==> src/rtl/imgload_pkg.sv <==
// Shared constants, state type and frame type for the SPI program-RAM loader.
// Assumes frames are at most four bytes, stored MSB-first and left-aligned.
package imgload_pkg;

    localparam logic [7:0] OP_CTRL    = 8'h16;
    localparam logic [7:0] REG_CTRL   = 8'h2F;
    localparam logic [7:0] OP_RD_TEMP = 8'h19;
    localparam logic [7:0] REG_TEMP   = 8'hB4;
    localparam logic [7:0] OP_OTP_WR  = 8'h07;
    localparam logic [7:0] OP_RAM_WR  = 8'h1F;
    localparam logic [7:0] JMP_OPCODE = 8'h02;
    localparam logic [15:0] JMP_TARGET = 16'h2000;

    typedef enum logic [2:0] {
        ST_IDLE,
        ST_HOLD,
        ST_LINK,
        ST_OTP,
        ST_FETCH,
        ST_RAM,
        ST_FREE
    } seq_state_t;

    typedef struct packed {
        logic [31:0] bytes;  // first byte on the wire in [31:24]
        logic        four;   // 1: four-byte frame, 0: three-byte frame
    } frame_t;

    // Byte k of the jump vector burned into OTP.
    function automatic logic [7:0] jump_byte(input logic [1:0] k);
        case (k)
            2'd0:    jump_byte = JMP_OPCODE;
            2'd1:    jump_byte = JMP_TARGET[15:8];
            default: jump_byte = JMP_TARGET[7:0];
        endcase
    endfunction

endpackage

==> src/rtl/spi_frame_shifter.sv <==
// SPI mode-0 shift engine that sends one three- or four-byte frame, MSB first.
// SCLK runs at clk/CLK_DIV (CLK_DIV even, at least 4). CS_n is held high for
// GAP_SCLKS SCLK periods after each frame before `fin` pulses.
// The last received byte stays on rx_byte until the next frame starts.
module spi_frame_shifter
    import imgload_pkg::*;
#(
    parameter int CLK_DIV   = 4,
    parameter int GAP_SCLKS = 2
) (
    input  logic       clk,
    input  logic       rst_n,
    input  logic       go,
    input  frame_t     frame,
    output logic       busy,
    output logic       fin,
    output logic [7:0] rx_byte,
    output logic       sclk,
    output logic       mosi,
    input  logic       miso,
    output logic       cs_n
);

    localparam int HALF    = CLK_DIV / 2;
    localparam int GAP_CYC = GAP_SCLKS * CLK_DIV;
    localparam int CW      = $clog2(GAP_CYC + 1);
    localparam logic [CW-1:0] HALF_LAST = CW'(HALF - 1);
    localparam logic [CW-1:0] GAP_LAST  = CW'(GAP_CYC - 1);

    typedef enum logic [1:0] {SH_IDLE, SH_SHIFT, SH_GAP} sh_state_t;

    sh_state_t     sh_q;
    logic [31:0]   tx_q;
    logic [5:0]    bits_q;
    logic [CW-1:0] cnt_q;
    logic          sclk_q;
    logic          cs_q;
    logic [7:0]    rx_q;
    logic          fin_q;

    // Frame timing: half-period counter, bit shifting and post-frame gap.
    always_ff @(posedge clk) begin
        if (!rst_n) begin
            sh_q   <= SH_IDLE;
            tx_q   <= '0;
            bits_q <= '0;
            cnt_q  <= '0;
            sclk_q <= 1'b0;
            cs_q   <= 1'b1;
            rx_q   <= '0;
            fin_q  <= 1'b0;
        end else begin
            fin_q <= 1'b0;
            case (sh_q)
                SH_IDLE: begin
                    if (go) begin
                        tx_q   <= frame.bytes;
                        bits_q <= frame.four ? 6'd32 : 6'd24;
                        cs_q   <= 1'b0;
                        cnt_q  <= '0;
                        sh_q   <= SH_SHIFT;
                    end
                end
                SH_SHIFT: begin
                    if (cnt_q == HALF_LAST) begin
                        cnt_q <= '0;
                        if (!sclk_q) begin
                            sclk_q <= 1'b1;
                            rx_q   <= {rx_q[6:0], miso};
                        end else begin
                            sclk_q <= 1'b0;
                            tx_q   <= {tx_q[30:0], 1'b0};
                            bits_q <= bits_q - 6'd1;
                            if (bits_q == 6'd1) begin
                                cs_q <= 1'b1;
                                sh_q <= SH_GAP;
                            end
                        end
                    end else begin
                        cnt_q <= cnt_q + 1'b1;
                    end
                end
                SH_GAP: begin
                    if (cnt_q == GAP_LAST) begin
                        cnt_q <= '0;
                        fin_q <= 1'b1;
                        sh_q  <= SH_IDLE;
                    end else begin
                        cnt_q <= cnt_q + 1'b1;
                    end
                end
                default: sh_q <= SH_IDLE;
            endcase
        end
    end

    assign busy    = (sh_q != SH_IDLE);
    assign fin     = fin_q;
    assign rx_byte = rx_q;
    assign sclk    = sclk_q;
    assign cs_n    = cs_q;
    assign mosi    = cs_q ? 1'b0 : tx_q[31];

    // Cycles CS_n has been high, saturating; used only by the gap check.
    logic [CW:0] gap_seen_q;
    always_ff @(posedge clk) begin
        if (!rst_n)
            gap_seen_q <= (CW+1)'(GAP_CYC);
        else if (!cs_q)
            gap_seen_q <= '0;
        else if (gap_seen_q < (CW+1)'(GAP_CYC))
            gap_seen_q <= gap_seen_q + 1'b1;
    end

    a_r8_sclk_idle_low: assert property (@(posedge clk) disable iff (!rst_n)
        cs_n |-> !sclk);

    a_r8_mosi_steady_high: assert property (@(posedge clk) disable iff (!rst_n)
        (!cs_n && sclk) |-> $stable(mosi));

    a_r9_cs_gap: assert property (@(posedge clk) disable iff (!rst_n)
        $fell(cs_n) |-> (gap_seen_q >= (CW+1)'(GAP_CYC)));

endmodule

==> src/rtl/imgload_seq.sv <==
// Load sequencer: picks the next frame (hold, link check, optional OTP jump
// vector, one RAM write per image byte, release) and fetches image bytes
// through the request/valid handshake. It assumes the shifter returns one
// `frame_fin` for each accepted `frame_go`.
module imgload_seq
    import imgload_pkg::*;
#(
    parameter int          LEN_W    = 16,
    parameter logic [15:0] RAM_BASE = 16'h0000
) (
    input  logic             clk,
    input  logic             rst_n,
    input  logic             start,
    input  logic             otp_en,
    input  logic [LEN_W-1:0] img_len,
    output logic             byte_req,
    input  logic             byte_vld,
    input  logic [7:0]       byte_data,
    output logic             frame_go,
    output frame_t           frame,
    input  logic             frame_fin,
    input  logic             frame_busy,
    input  logic [7:0]       rx_byte,
    output logic             done,
    output logic             error
);

    seq_state_t       state_q;
    logic             issued_q;
    logic             otp_q;
    logic [LEN_W-1:0] left_q;
    logic [15:0]      addr_q;
    logic [1:0]       otp_idx_q;
    logic [7:0]       data_q;
    logic             done_q;
    logic             err_q;
    logic             frame_state;

    // States that own a frame on the wire.
    always_comb begin
        case (state_q)
            ST_HOLD, ST_LINK, ST_OTP, ST_RAM, ST_FREE: frame_state = 1'b1;
            default:                                   frame_state = 1'b0;
        endcase
    end

    assign frame_go = frame_state && !issued_q && !frame_busy;
    assign byte_req = (state_q == ST_FETCH) && (left_q != '0);
    assign done     = done_q;
    assign error    = err_q;

    // Build the bytes of the frame that belongs to the current state.
    always_comb begin
        frame.bytes = '0;
        frame.four  = 1'b0;
        case (state_q)
            ST_HOLD: frame.bytes = {OP_CTRL, REG_CTRL, 8'h01, 8'h00};
            ST_LINK: frame.bytes = {OP_RD_TEMP, REG_TEMP, 8'h00, 8'h00};
            ST_OTP: begin
                frame.bytes = {OP_OTP_WR, 8'h00, {6'b0, otp_idx_q}, jump_byte(otp_idx_q)};
                frame.four  = 1'b1;
            end
            ST_RAM: begin
                frame.bytes = {OP_RAM_WR, addr_q, data_q};
                frame.four  = 1'b1;
            end
            ST_FREE: frame.bytes = {OP_CTRL, REG_CTRL, 8'h00, 8'h00};
            default: frame.bytes = '0;
        endcase
    end

    // Sequence progression, configuration capture, address and count tracking.
    always_ff @(posedge clk) begin
        if (!rst_n) begin
            state_q   <= ST_IDLE;
            issued_q  <= 1'b0;
            otp_q     <= 1'b0;
            left_q    <= '0;
            addr_q    <= '0;
            otp_idx_q <= '0;
            data_q    <= '0;
            done_q    <= 1'b0;
            err_q     <= 1'b0;
        end else begin
            done_q <= 1'b0;
            if (frame_go)
                issued_q <= 1'b1;
            case (state_q)
                ST_IDLE: begin
                    if (start) begin
                        otp_q     <= otp_en;
                        left_q    <= img_len;
                        addr_q    <= RAM_BASE;
                        otp_idx_q <= '0;
                        err_q     <= 1'b0;
                        issued_q  <= 1'b0;
                        state_q   <= ST_HOLD;
                    end
                end
                ST_HOLD: begin
                    if (frame_fin) begin
                        issued_q <= 1'b0;
                        state_q  <= ST_LINK;
                    end
                end
                ST_LINK: begin
                    if (frame_fin) begin
                        issued_q <= 1'b0;
                        if (rx_byte == 8'h00 || rx_byte == 8'hFF) begin
                            err_q   <= 1'b1;
                            state_q <= ST_FREE;
                        end else if (otp_q) begin
                            state_q <= ST_OTP;
                        end else begin
                            state_q <= ST_FETCH;
                        end
                    end
                end
                ST_OTP: begin
                    if (frame_fin) begin
                        issued_q <= 1'b0;
                        if (otp_idx_q == 2'd2)
                            state_q <= ST_FETCH;
                        else
                            otp_idx_q <= otp_idx_q + 2'd1;
                    end
                end
                ST_FETCH: begin
                    if (left_q == '0) begin
                        state_q <= ST_FREE;
                    end else if (byte_vld) begin
                        data_q  <= byte_data;
                        state_q <= ST_RAM;
                    end
                end
                ST_RAM: begin
                    if (frame_fin) begin
                        issued_q <= 1'b0;
                        addr_q   <= addr_q + 16'd1;
                        left_q   <= left_q - LEN_W'(1);
                        state_q  <= ST_FETCH;
                    end
                end
                ST_FREE: begin
                    if (frame_fin) begin
                        issued_q <= 1'b0;
                        done_q   <= 1'b1;
                        state_q  <= ST_IDLE;
                    end
                end
                default: state_q <= ST_IDLE;
            endcase
        end
    end

    a_r3_no_write_after_error: assert property (@(posedge clk) disable iff (!rst_n)
        err_q |-> (state_q != ST_OTP && state_q != ST_RAM && state_q != ST_FETCH));

    a_r7_done_single: assert property (@(posedge clk) disable iff (!rst_n)
        done |=> !done);

    a_r7_done_after_release: assert property (@(posedge clk) disable iff (!rst_n)
        done |-> ($past(state_q) == ST_FREE));

    a_r6_req_bus_quiet: assert property (@(posedge clk) disable iff (!rst_n)
        byte_req |-> !frame_busy);

    a_r10_cfg_held: assert property (@(posedge clk) disable iff (!rst_n)
        (state_q != ST_IDLE) |=> $stable(otp_q));

endmodule

==> src/rtl/ram_image_loader.sv <==
// Top of the SPI program-RAM loader: the sequencer feeding the shift engine.
// Assumes CLK_DIV is even and at least 4, and img_len is stable at start.
module ram_image_loader
    import imgload_pkg::*;
#(
    parameter int          CLK_DIV   = 4,
    parameter int          GAP_SCLKS = 2,
    parameter int          LEN_W     = 16,
    parameter logic [15:0] RAM_BASE  = 16'h0000
) (
    input  logic             clk,
    input  logic             rst_n,
    input  logic             start,
    input  logic             otp_en,
    input  logic [LEN_W-1:0] img_len,
    output logic             byte_req,
    input  logic             byte_vld,
    input  logic [7:0]       byte_data,
    output logic             done,
    output logic             error,
    output logic             spi_sclk,
    output logic             spi_mosi,
    input  logic             spi_miso,
    output logic             spi_cs_n
);

    logic       go;
    frame_t     frm;
    logic       fin;
    logic       busy;
    logic [7:0] rx;

    imgload_seq #(
        .LEN_W   (LEN_W),
        .RAM_BASE(RAM_BASE)
    ) seq_i (
        .clk       (clk),
        .rst_n     (rst_n),
        .start     (start),
        .otp_en    (otp_en),
        .img_len   (img_len),
        .byte_req  (byte_req),
        .byte_vld  (byte_vld),
        .byte_data (byte_data),
        .frame_go  (go),
        .frame     (frm),
        .frame_fin (fin),
        .frame_busy(busy),
        .rx_byte   (rx),
        .done      (done),
        .error     (error)
    );

    spi_frame_shifter #(
        .CLK_DIV  (CLK_DIV),
        .GAP_SCLKS(GAP_SCLKS)
    ) shf_i (
        .clk    (clk),
        .rst_n  (rst_n),
        .go     (go),
        .frame  (frm),
        .busy   (busy),
        .fin    (fin),
        .rx_byte(rx),
        .sclk   (spi_sclk),
        .mosi   (spi_mosi),
        .miso   (spi_miso),
        .cs_n   (spi_cs_n)
    );

endmodule

==> config.mk <==
export PLATFORM = sky130hd
export DESIGN_NAME = ram_image_loader
export DESIGN_NICKNAME = d
export VERILOG_FILES = /design/src/rtl/imgload_pkg.sv /design/src/rtl/spi_frame_shifter.sv /design/src/rtl/imgload_seq.sv /design/src/rtl/ram_image_loader.sv
export SDC_FILE = /design/constraint.sdc
export NUM_CORES = 1
export LEC_CHECK = 0
export ABC_CLOCK_PERIOD_IN_PS = 2100
export BUFFER_PORTS_ARGS = -buffer_cell sky130_fd_sc_hd__clkbuf_2
export CORE_MARGIN = 3
export CORE_UTILIZATION = 35
export CTS_BUF_LIST = sky130_fd_sc_hd__clkbuf_8
export DETAILED_ROUTE_END_ITERATION = 10
export HOLD_SLACK_MARGIN = 0.03
export PLACE_DENSITY = 0.61
export REMOVE_ABC_BUFFERS = 1
export SYNTH_ARGS = -nofsm -noshare
export SYNTH_HDL_FRONTEND = slang
export SYNTH_SLANG_ARGS = --single-unit
==> constraint.sdc <==
create_clock -name clk -period 2.1 [get_ports clk]
set_input_delay 0.315 -clock clk [delete_from_list [all_inputs] [get_ports clk]]
set_output_delay 0.315 -clock clk [all_outputs]
set_load 0.01 [all_outputs]
== Word-level counts from Yosys, hierarchy flattened ==
Index checks and enable logic that the tools add are counted.
Storage, ports and cells
  output and inout bits: 6
  input bits: 30
  word-level logic and storage cells: 149
  register bits after elaboration: 104
Operators by class
  $add $sub $neg: 5
  reductions and logical operators: 34
  equality and inequality tests: 29
  bitwise logic cells: 2
  muxes and demuxes: 62
Operators with widths (number)
  29-bit one-hot mux with 5 select lines: 1
  32-bit 2-to-1 mux: 3
  16-bit 2-to-1 mux: 4
  16-bit one-hot mux with 2 select lines: 2
  32-bit one-hot mux with 2 select lines: 1
  3-bit 2-to-1 mux: 11
  6-bit 2-to-1 mux: 4
  6-bit one-hot mux with 2 select lines: 2
  2-bit by 1-bit inequality test with 1-bit output (second input constant): 11
  3-bit one-hot mux with 7 select lines: 1
  16-bit by 1-bit adder with 16-bit output (second input constant): 1
  16-bit logical NOT: 1
  1-bit 2-to-1 mux: 16
  2-bit 2-to-1 mux: 8
  16-bit nonzero test: 1
  16-bit by 1-bit subtractor with 16-bit output (second input constant): 1
  4-bit 2-to-1 mux: 3
  4-bit one-hot mux with 3 select lines: 1
  4-bit AND reduction: 3
  2-bit AND reduction: 5
  5-bit AND reduction: 2
  2-bit nonzero test: 5
  3-bit == test (second input constant): 3
  3-bit AND reduction: 3
  27 further kinds: 39

== Depth between registers and ports, before layout ==
Gate-level depths: netlist of run 1.
  depth in word-level cells: 8
  mapped depth: 10
  depth with buffers taken out: 7

== By module ==
From an unflattened synthesis of run 1, not the netlist that was laid out.
Second synthesis, totals
  cells, all modules: 649
  area total of the unflattened synthesis: 5695.5 um^2
Modules (own cells, without submodules)
  imgload_seq: area each 2947.8 um^2, times used 1, cells each 373, sequential area each 980.9 um^2
  spi_frame_shifter: area each 2747.6 um^2, times used 1, cells each 276, sequential area each 1101.1 um^2

== Worst setup path before layout of run 1 ==
No wires, ideal clock.
  kind: reg-to-reg
  start point: reg seq_i.state_q[0]
  end point: reg shf_i.tx_q[24]
  cell stages (with the launch flop): 10
  arrival time: 1988 ps
  path buffers: 3
  setup time: 88 ps
  required time: 2012 ps
  setup slack: 24 ps
  cells stage by stage: dfxtp_1 > inv_1 > ha_1 > clkbuf_1 > or3_4 > a211o_1 > and3_4 > buf_6 > buf_6 > a311oi_2
Between the ends
  cells in the longest elaborated chain, start to end: 7
RTL lines
  start, declared: line imgload_seq.sv:28  | seq_state_t state_q;
  start signal, assigned: line imgload_seq.sv:75  | state_q <= ST_IDLE;
  start signal, assigned: line imgload_seq.sv:97  | state_q <= ST_HOLD;
  start signal, assigned: line imgload_seq.sv:103  | state_q <= ST_LINK;
  3-bit by 1-bit == test with 1-bit output (tied with other cells): line imgload_seq.sv:41, imgload_seq.sv:56
  5-bit OR reduction (no source line)
  1-bit 2-to-1 mux: line imgload_seq.sv:41  | case (state_q)
  1-bit logical AND (2 in series): line imgload_seq.sv:47  | assign frame_go = frame_state && !issued_q && !frame_busy;
  2-bit inequality test (no source line)
  4-bit AND reduction (no source line)
  end signal, assigned: line spi_frame_shifter.sv:57  | tx_q <= frame.bytes;
  end signal, assigned: line spi_frame_shifter.sv:72  | tx_q <= {tx_q[30:0], 1'b0};
  end, declared: line spi_frame_shifter.sv:33  | logic [31:0] tx_q;
Several ways; a longest one is shown, not always the timed one. The select of a mux whose other input is x is not followed.
A chain may end at the register's enable or synchronous reset.

== Final worst setup path of run 1 ==
  start point: reg seq_i.left_q[0]
  end point: out byte_req
Between the ends
  cells in the longest elaborated chain, start to end: 2
RTL lines
  start, declared: line imgload_seq.sv:31  | logic [LEN_W-1:0] left_q;
  start signal, assigned: line imgload_seq.sv:92  | left_q <= img_len;
  start signal, assigned: line imgload_seq.sv:140  | left_q <= left_q - LEN_W'(1);
  16-bit nonzero test: line imgload_seq.sv:48  | assign byte_req = (state_q == ST_FETCH) && (left_q != '0);
  1-bit logical AND: line imgload_seq.sv:48
  end, declared: line ram_image_loader.sv:16  | output logic byte_req,
No other way between the ends.

==> impl_metrics.json, run 1 <==
{
  "status": "finished, violations left",
  "failed_checks": "setup timing",
  "avgSynthCellArea_um2": 7.99,
  "grt_first_pass_wirelength_um": 23100,
  "cp.arrival_ns": 1.79,
  "hold_viol": 0,
  "max_slew.worst_pin.slew_ns": 0.531,
  "track_usage_pct": 15.9,
  "topRoutingLayerUsed": "met4",
  "leakage_uw": 0.00242,
  "die_area_um2": 17300,
  "cp-endpoint": "byte_req",
  "synth_ff_type": "dfxtp_1",
  "clk_pin_slew_worst_paths_ns": 0.11,
  "yosysTopAreaCellShare_pct": 37.7,
  "place_congestion": 0.805,
  "crit_buf_inv": 3,
  "power.density_nw_per_um2": 1300,
  "setup.worst_path.class": "reg2out",
  "fin_ws_ns": -0.00105,
  "drtIter0Drc": 343,
  "slew_headroom_pct": 64.6,
  "clock_latency_ns": 0.39,
  "antennaDiodeCount": 0,
  "syn_inst": 691,
  "io_pins": 36,
  "rsz0062_at_grt": "true",
  "maxCapViolations": 0,
  "drive_above_1_share_pct": 19.4,
  "cp_max_fo": 3,
  "yosysMostFrequentCell": "dfxtp_1",
  "async_reset_ff_share_pct": 0,
  "crit_path_end_kind": "output port",
  "wl_um": 13800,
  "wl_met3_um": 442,
  "synthTopCellsByCount": "dfxtp_1 (104), nor2_1 (82), nand2_1 (80)",
  "path_cells": "inv_2 -> ha_4 -> nor3b_4 -> nand4_2 -> nor4_2 -> buf_4 -> nor2_2 -> clkbuf_2",
  "drtAntennaViolNets": 0,
  "fp.dieH_um": 132,
  "yosys.area.top_type": "dfxtp_1",
  "cts.htree.levels": 3,
  "fin_worst_skew_ns": 0.0104,
  "netlist_area_um2": 5520,
  "antenna_found_initial": 0,
  "yosys-top-cells-area": "dfxtp_1 (38%), nor2_1 (5.6%), nand2_1 (5.4%)",
  "synth_edf_count": 0,
  "drv_slew": 0,
  "r2r_end": "shf_i.bits_q[5]",
  "dp_cells": 931,
  "cts_root_buffer": "clkbuf_8",
  "ys_seq_area_share_pct": 37.7,
  "cts_tree": "yes",
  "ys_warn_count": 0,
  "grt_overflow_total": 0,
  "areaGrowthSynthToFinish_pct": 18.7,
  "wl_per_cell_um": 14.4,
  "nFillCells": 1578,
  "crit_family": "simple AND/OR/NAND/NOR gates",
  "cp-start-kind": "flop",
  "vias": 4971,
  "cp-startpoint": "seq_i.left_q[0]",
  "grt_pass1_vias": 4823,
  "via_per_inst": 5.18,
  "reg2reg_from": "seq_i.state_q[0]",
  "core_um2": 15300,
  "required_ns": 1.78,
  "reg2reg_slack_ns": 0.07,
  "critPathSlowestCell": "dfxtp_2",
  "portBuffers": 35,
  "numClockSinks": 104,
  "die_x_um": 132,
  "worstSetupPathDepth": 8,
  "start_util_pct": 36.0,
  "maxClockFrequency_ghz": 0.476,
  "vdd_drop_max_mv": 0.616,
  "nets": 791,
  "cp_slowest_stage_delay_ns": 0.34,
  "synth_seq_cells": 104,
  "grt_max_degree": 39,
  "dr.pass1.iters": 5,
  "setup_viol_count_final": 1,
  "clockBufferDepth": 2,
  "ys_types": 72,
  "numCtsBuffers": 9,
  "route.met2.wl_um": 6570,
  "hold_class": "in2reg",
  "routedLengthMet1_um": 6660,
  "dp_hpwl_um": 9390,
  "finalWorstPathRequiredPeriod_ns": 2.10,
  "timing.hold.ws_ns": 0.145,
  "holdBufCountCts": 0,
  "reg2reg_depth": 8,
  "instances_no_fill": 959,
  "rows": 45,
  "min_period_over_period_pct": 100,
  "drc": 0
}
[worst min-delay path by stage]
stage          cells past startpoint      startpoint               to
2_1_floorplan                      1           rst_n       shf_i.cs_n
3_3_place_gp                       2  shf_i.tx_q[31]   shf_i.tx_q[31]
3_5_place_dp                       2  shf_i.tx_q[31]   shf_i.tx_q[31]
4_1_cts                            3    byte_data[2]  seq_i.data_q[2]
5_1_grt                            3    byte_data[2]  seq_i.data_q[2]
6_report                           3    byte_data[2]  seq_i.data_q[2]
[per-stage QoR]
| stage | TNS, ns | power [uW] | worst slack [ns] | util [%] | cell area [um2] |
|---|---|---|---|---|---|
| finish | -0.00105 | 8530 | -0.00105 | 42.8 | 6550 |
| global route | -0.134 | 9210 | -0.130 | 42.8 | 6550 |
| CTS | -0.168 | 8200 | -0.168 | 42.1 | 6440 |
| detailed placement | 0 | 6650 | 0.0860 | 40.1 | 6140 |
| global placement | 0 | 6620 | 0.120 | 40.1 | 6140 |
| floorplan | -43.38 | 5250 | -1.27 | - | 5290 |
[power by group]
group          leakage, uW  switching [uW]  total (uW)  internal [uW]
sequential        0.000847             273        2600           2330
combinational      0.00147            2490        4520           2030
clock             0.000110             735        1410            673
total              0.00242            3490        8530           5030
[per-layer routing]
metal / vias to the layer above / global-route usage (%)
met2: 61 / 26.5
met3: 7 / 3.98
met5: - / 0
met4: 0 / 3.68
met1: 2338 / 20.7
li1: 2565 / -
[repair_timing]
| item | 4_1_cts | 5_1_grt |
|---|---|---|
| endpoints found under the setup margin | 1 | 41 |
| buffers inserted | 7 | 3 |
| gates cloned | 0 | 2 |
| pin swaps | 4 | 2 |
| gates resized for setup | 9 | 10 |
[final cells by class]
| cell class | instances | area, um2 | share of cell area, % |
|---|---|---|---|
| Inverter | 26 | 97.6 | 1.49 |
| Multi-Input combinational cell | 511 | 3170 | 48.4 |
| Timing Repair Buffer | 91 | 716 | 10.9 |
| Clock buffer | 9 | 124 | 1.89 |
| Clock inverter | 7 | 95.1 | 1.45 |
| Sequential cell | 104 | 2090 | 31.8 |
| Tap cell | 211 | 264 | 4.03 |
[sequential cells by signal (all words and copies together), names as in the netlist]
signal,count
seq_i.data_q,8
seq_i.left_q,16
seq_i.done,1
seq_i.otp_idx_q,2
shf_i.tx_q,32
seq_i.issued_q,1
seq_i.otp_q,1
seq_i.addr_q,16
seq_i.state_q,3
shf_i.fin,1
shf_i.cs_n,1
seq_i.error,1
shf_i.sh_q,2
shf_i.rx_byte,8
shf_i.bits_q,6
shf_i.cnt_q,4
shf_i.sclk,1
[worst register-to-register path: stages (launching register included)]
cell and delay [ns]:
dfxtp_2 0.37, inv_2 0.05, ha_1 0.20, or3_4 0.35, a211o_1 0.34, and3_4 0.21
clkbuf_2 0.15, buf_4 0.14, a41oi_2 0.15
[logic make-up after synthesis]
logic type | count (synthesis) | synth area share (%)
simple gates | 287 | 25.2
compound gates | 171 | 20.9
flops | 104 | 37.7
buf+inv | 76 | 5.98
mux | 24 | 4.38
fa+ha+maj | 18 | 4.08
xor+xnor | 11 | 1.75
[cells in the final DEF (no fill, tap or decap), types with 4 or more instances in the layout]
master / instances
nor2b_1: 8
nand3_1: 16
clkbuf_2: 36
nor2_1: 81
nor3_1: 27
or3_1: 10
a41oi_1: 4
clkbuf_8: 9
xnor2_1: 7
and3_1: 16
nand2_1: 80
dfxtp_1: 101
nor4_1: 9
buf_4: 46
buf_12: 7
a31oi_1: 4
o22ai_1: 4
o211ai_1: 10
xor2_1: 4
inv_2: 4
a221o_1: 4
and2_1: 4
nand4_1: 6
ha_1: 16
o21ai_0: 33
o31ai_1: 4
mux2i_1: 23
a211oi_2: 4
a21oi_1: 55
a211oi_1: 11
nand2b_1: 6
inv_1: 21
No activity file was read; power rests on OpenSTA's default activity.
==> run 2, diff against run 1 <==
Settings changed: RECOVER_POWER set to 50.
==> impl_metrics.json, run 2 (same netlist as run 1, synthesis figures left out) <==
{
  "rows": 45,
  "max_slew.worst_pin.slew_ns": 0.595,
  "layout_commonest_cell": "dfxtp_1",
  "nets": 791,
  "finalWorstPathRequiredPeriod_ns": 2.13,
  "via_per_inst": 5.15,
  "wl_um": 13800,
  "io_pins": 36,
  "dp_hpwl_um": 9390,
  "die_area_um2": 17300,
  "regMostFlops": "shf_i.tx_q",
  "final_core_util_pct": 42.4,
  "required_ns": 2.42,
  "wl_per_cell_um": 14.4,
  "drtIter0Drc": 372,
  "grt_overflow_total": 0,
  "hold_viol": 0,
  "nFillCells": 1596,
  "clockBufferDepth": 2,
  "cts.htree.levels": 3,
  "grt_pass1_vias": 4823,
  "grt_first_pass_wirelength_um": 23100,
  "numClockSinks": 104,
  "reg2reg_from": "seq_i.state_q[0]",
  "cp-start-kind": "flop",
  "leakage_uw": 0.00239,
  "rsz0062_at_grt": "true",
  "areaGrowthSynthToFinish_pct": 17.6,
  "status": "finished, violations left",
  "vias": 4936,
  "track_usage_pct": 15.9,
  "seq_area_um2": 2080,
  "antennaDiodeCount": 0,
  "cts_root_buffer": "clkbuf_8",
  "clock_latency_ns": 0.40,
  "antenna_found_initial": 0,
  "fin_ws_ns": -0.0318,
  "fin_worst_skew_ns": 0.00977,
  "core_um2": 15300,
  "power.density_nw_per_um2": 1300,
  "failed_checks": "setup timing",
  "largest_reg_flops": 32,
  "setup_viol_count_final": 2,
  "crit_path_end_kind": "flop",
  "grt_max_degree": 39,
  "final_cell_mix": "dfxtp_1 (102), nor2_1 (81), nand2_1 (80), a21oi_1 (55), buf_4 (38)",
  "drtAntennaViolNets": 0,
  "cp-startpoint": "seq_i.state_q[0]",
  "min_period_over_period_pct": 102,
  "cp_max_fo": 6,
  "fp.dieH_um": 132,
  "cp.arrival_ns": 2.45,
  "p_total_uw": 8440,
  "die_x_um": 132,
  "drc": 0,
  "slew_headroom_pct": 60.3,
  "setup.worst_path.class": "reg2reg",
  "multi_input_area_um2": 3150,
  "portBuffers": 35,
  "maxClockFrequency_ghz": 0.469,
  "hold_class": "in2reg",
  "drv_slew": 0,
  "clk_pin_slew_worst_paths_ns": 0.10,
  "drive_above_1_share_pct": 17.4,
  "holdBufCountCts": 0,
  "place_congestion": 0.805,
  "setup_tns_ns": -0.0430,
  "cts_tree": "yes",
  "holdCritStartpoint": "byte_data[2]",
  "top_regs": "shf_i.tx_q (32), seq_i.addr_q (16), seq_i.left_q (16)",
  "start_util_pct": 36.0,
  "vdd_drop_max_mv": 0.609,
  "maxCapViolations": 0,
  "dr.pass1.iters": 4,
  "numCtsBuffers": 9
}
run 2: stage by stage:
step                      worst slack, ns  hold WS, ns  cells  area (um2)
after CTS                          -0.168        0.130    954        6440
after global routing               -0.130        0.148    959        6490
final                             -0.0318        0.145    959        6490
after global placement              0.120        0.440    931        6140
after detailed placement           0.0860        0.445    931        6140
after floorplan                     -1.27        0.391    641        5290
run 2: repair_timing:
item,4_1_cts,5_1_grt
pin swaps,4,2
setup buffers,7,3
endpoints found under the setup margin,1,41
gates cloned,0,2
gates resized for setup,9,10
run 2: critical path: stages, from the launching register on:
cell	delay, ns
dfxtp_1	0.39
inv_1	0.09
ha_1	0.21
or3_1	0.36
a211o_1	0.36
and3_4	0.21
clkbuf_2	0.15
buf_4	0.14
a41oi_2	0.15
run 2: routing by layer:
metal | routed length [um] | vias up | GRT usage, % | share of wire [%]
met5 | 0 | - | 0 | 0
li1 | - | 2562 | - | -
met2 | 6510 | 67 | 26.5 | 47
met1 | 6590 | 2299 | 20.7 | 48
met4 | 146 | 0 | 3.68 | 1.1
met3 | 524 | 8 | 3.98 | 3.8
run 2: area by class of cell:
type	count	share of cell area [%]
flip-flops and latches	104	32.1
clock inverters	7	1.47
repair buffers	91	10.4
inverters	26	1.50
multi-input cells	511	48.5
well taps	211	4.07
clock buffers	9	1.91
run 2: worst paths after layout:
kind	to	slack (ns)	cells past startpoint
setup / recovery	shf_i.bits_q[5]	-0.03	8
hold / removal	seq_i.data_q[2]	0.14	3
setup reg to reg	shf_i.bits_q[5]	-0.03	8
hold reg to reg	shf_i.tx_q[31]	0.46	2
run 2: power by group:
group	internal (uW)	switching (uW)
Clock	673	736
Sequential	2320	272
Combinational	1960	2470
==> run 3, diff against run 2 <==
--- a/constraint.sdc
+++ b/constraint.sdc
@@ -3,2 +3,2 @@
 set_output_delay 0.315 -clock clk [all_outputs]
-set_load 0.01 [all_outputs]
+set_load 0.02 [all_outputs]
==> impl_metrics.json, run 3 (same netlist as run 1, synthesis figures left out) <==
{
  "areaGrowthSynthToFinish_pct": 16.7,
  "place_congestion": 0.808,
  "crit_path_end_kind": "output port",
  "cts.htree.levels": 3,
  "start_util_pct": 36.0,
  "drive_above_1_share_pct": 17.4,
  "hold_viol": 0,
  "clk_pin_slew_worst_paths_ns": 0.11,
  "layout_commonest_cell": "dfxtp_1",
  "required_ns": 1.78,
  "fp.dieH_um": 132,
  "drtAntennaViolNets": 0,
  "drv_slew": 0,
  "regMostFlops": "shf_i.tx_q",
  "fin_worst_skew_ns": 0.0145,
  "cp-start-kind": "flop",
  "die_x_um": 132,
  "cts_root_buffer": "clkbuf_8",
  "vias": 5039,
  "grt_pass1_vias": 4782,
  "antenna_found_initial": 0,
  "grt_max_degree": 39,
  "grt_first_pass_wirelength_um": 23400,
  "leakage_uw": 0.00236,
  "status": "finished, violations left",
  "setup.worst_path.class": "reg2out",
  "failed_checks": "setup timing",
  "maxClockFrequency_ghz": 0.470,
  "drtIter0Drc": 359,
  "dr.pass1.iters": 5,
  "cts_tree": "yes",
  "power.density_nw_per_um2": 1280,
  "largest_reg_flops": 32,
  "grt_overflow_total": 0,
  "max_slew.worst_pin.slew_ns": 0.614,
  "cp_slowest_stage_delay_ns": 0.34,
  "clockBufferDepth": 2,
  "clock_latency_ns": 0.40,
  "min_period_over_period_pct": 101,
  "portBuffers": 35,
  "die_area_um2": 17300,
  "top_regs": "shf_i.tx_q (32), seq_i.addr_q (16), seq_i.left_q (16)",
  "nets": 791,
  "critPathSlowestCell": "dfxtp_2",
  "final_cell_mix": "dfxtp_1 (102), nor2_1 (81), nand2_1 (80), a21oi_1 (56), buf_4 (42)",
  "wl_per_cell_um": 14.4,
  "cp_max_fo": 2,
  "via_per_inst": 5.25,
  "setup_tns_ns": -0.0284,
  "numCtsBuffers": 9,
  "rsz0062_at_grt": "true",
  "hold_class": "in2reg",
  "setup_viol_count_final": 1,
  "track_usage_pct": 16.2,
  "numClockSinks": 104,
  "stdcell_area_um2": 6440,
  "holdBufCountCts": 0,
  "reg2reg_slack_ns": 0.01,
  "placed_cell_area_um2": 6120,
  "core_um2": 15300,
  "io_pins": 36,
  "rows": 45,
  "drc": 0,
  "slew_headroom_pct": 59.1,
  "path_cells": "inv_2 -> ha_4 -> nor3b_4 -> nand4_2 -> nor4_2 -> buf_4 -> nor2_4 -> buf_8",
  "maxCapViolations": 0,
  "finalWorstPathRequiredPeriod_ns": 2.13,
  "wl_um": 13800,
  "dp_hpwl_um": 9400,
  "cp.arrival_ns": 1.81,
  "vdd_drop_max_mv": 0.915,
  "antennaDiodeCount": 0,
  "fin_ws_ns": -0.0284
}
-- run 3: worst paths after layout --
path / start / end / cells after the start
max: seq_i.left_q[0] / byte_req / 8
min reg2reg: shf_i.tx_q[9] / shf_i.tx_q[9] / 2
max reg2reg: seq_i.state_q[0] / shf_i.tx_q[22] / 8
min: byte_data[0] / seq_i.data_q[0] / 3
-- run 3: layout make-up --
class | instances | area [um2]
Clock inverter | 7 | 80.1
Sequential cell | 104 | 2080
Clock buffer | 9 | 124
Inverter | 26 | 97.6
Fill cell | 1585 | 8870
Multi-Input combinational cell | 511 | 3150
Timing Repair Buffer | 91 | 641
Tap cell | 211 | 264
-- run 3: per-layer routing --
metal / global-route usage (%) / up-vias / share of wire (%) / wire length [um]
met4: 5.78 / 0 / 2.3 / 320
met1: 21.8 / 2366 / 48 / 6670
li1: - / 2562 / - / -
met3: 3.37 / 21 / 3.7 / 505
met5: 0 / - / 0 / 0
met2: 25.6 / 90 / 46 / 6340
-- run 3: where the power goes --
part	switching, uW	leakage [uW]	internal [uW]
Sequential	274	0.000847	2320
Clock	765	0.000102	566
Combinational	2460	0.00141	1890
-- run 3: repair_timing --
action,in CTS,in global routing
cloned,0,1
resized for setup,11,8
pin swaps,5,4
setup endpoints to repair,1,38
buffers inserted,8,5
-- run 3: metrics by stage --
stage | utilization [%] | total power (uW) | std cells | setup slack, ns | hold slack [ns]
floorplan | - | 5270 | 641 | -1.27 | 0.391
detailed placement | 39.9 | 6660 | 929 | 0.0753 | 0.444
CTS | 41.9 | 8150 | 953 | -0.116 | 0.134
global placement | 39.9 | 6610 | 929 | 0.127 | 0.441
finish | 42.1 | 8270 | 959 | -0.0284 | 0.148
global route | 42.1 | 8970 | 959 | -0.176 | 0.140
-- run 3: critical path, delay by kind of cell (launching register included) --
family	cells	cell delay (ns)
DFF	1	0.34
adders and majority gates	1	0.13
and+or+nand+nor	4	0.56
buffers and inverters	3	0.39
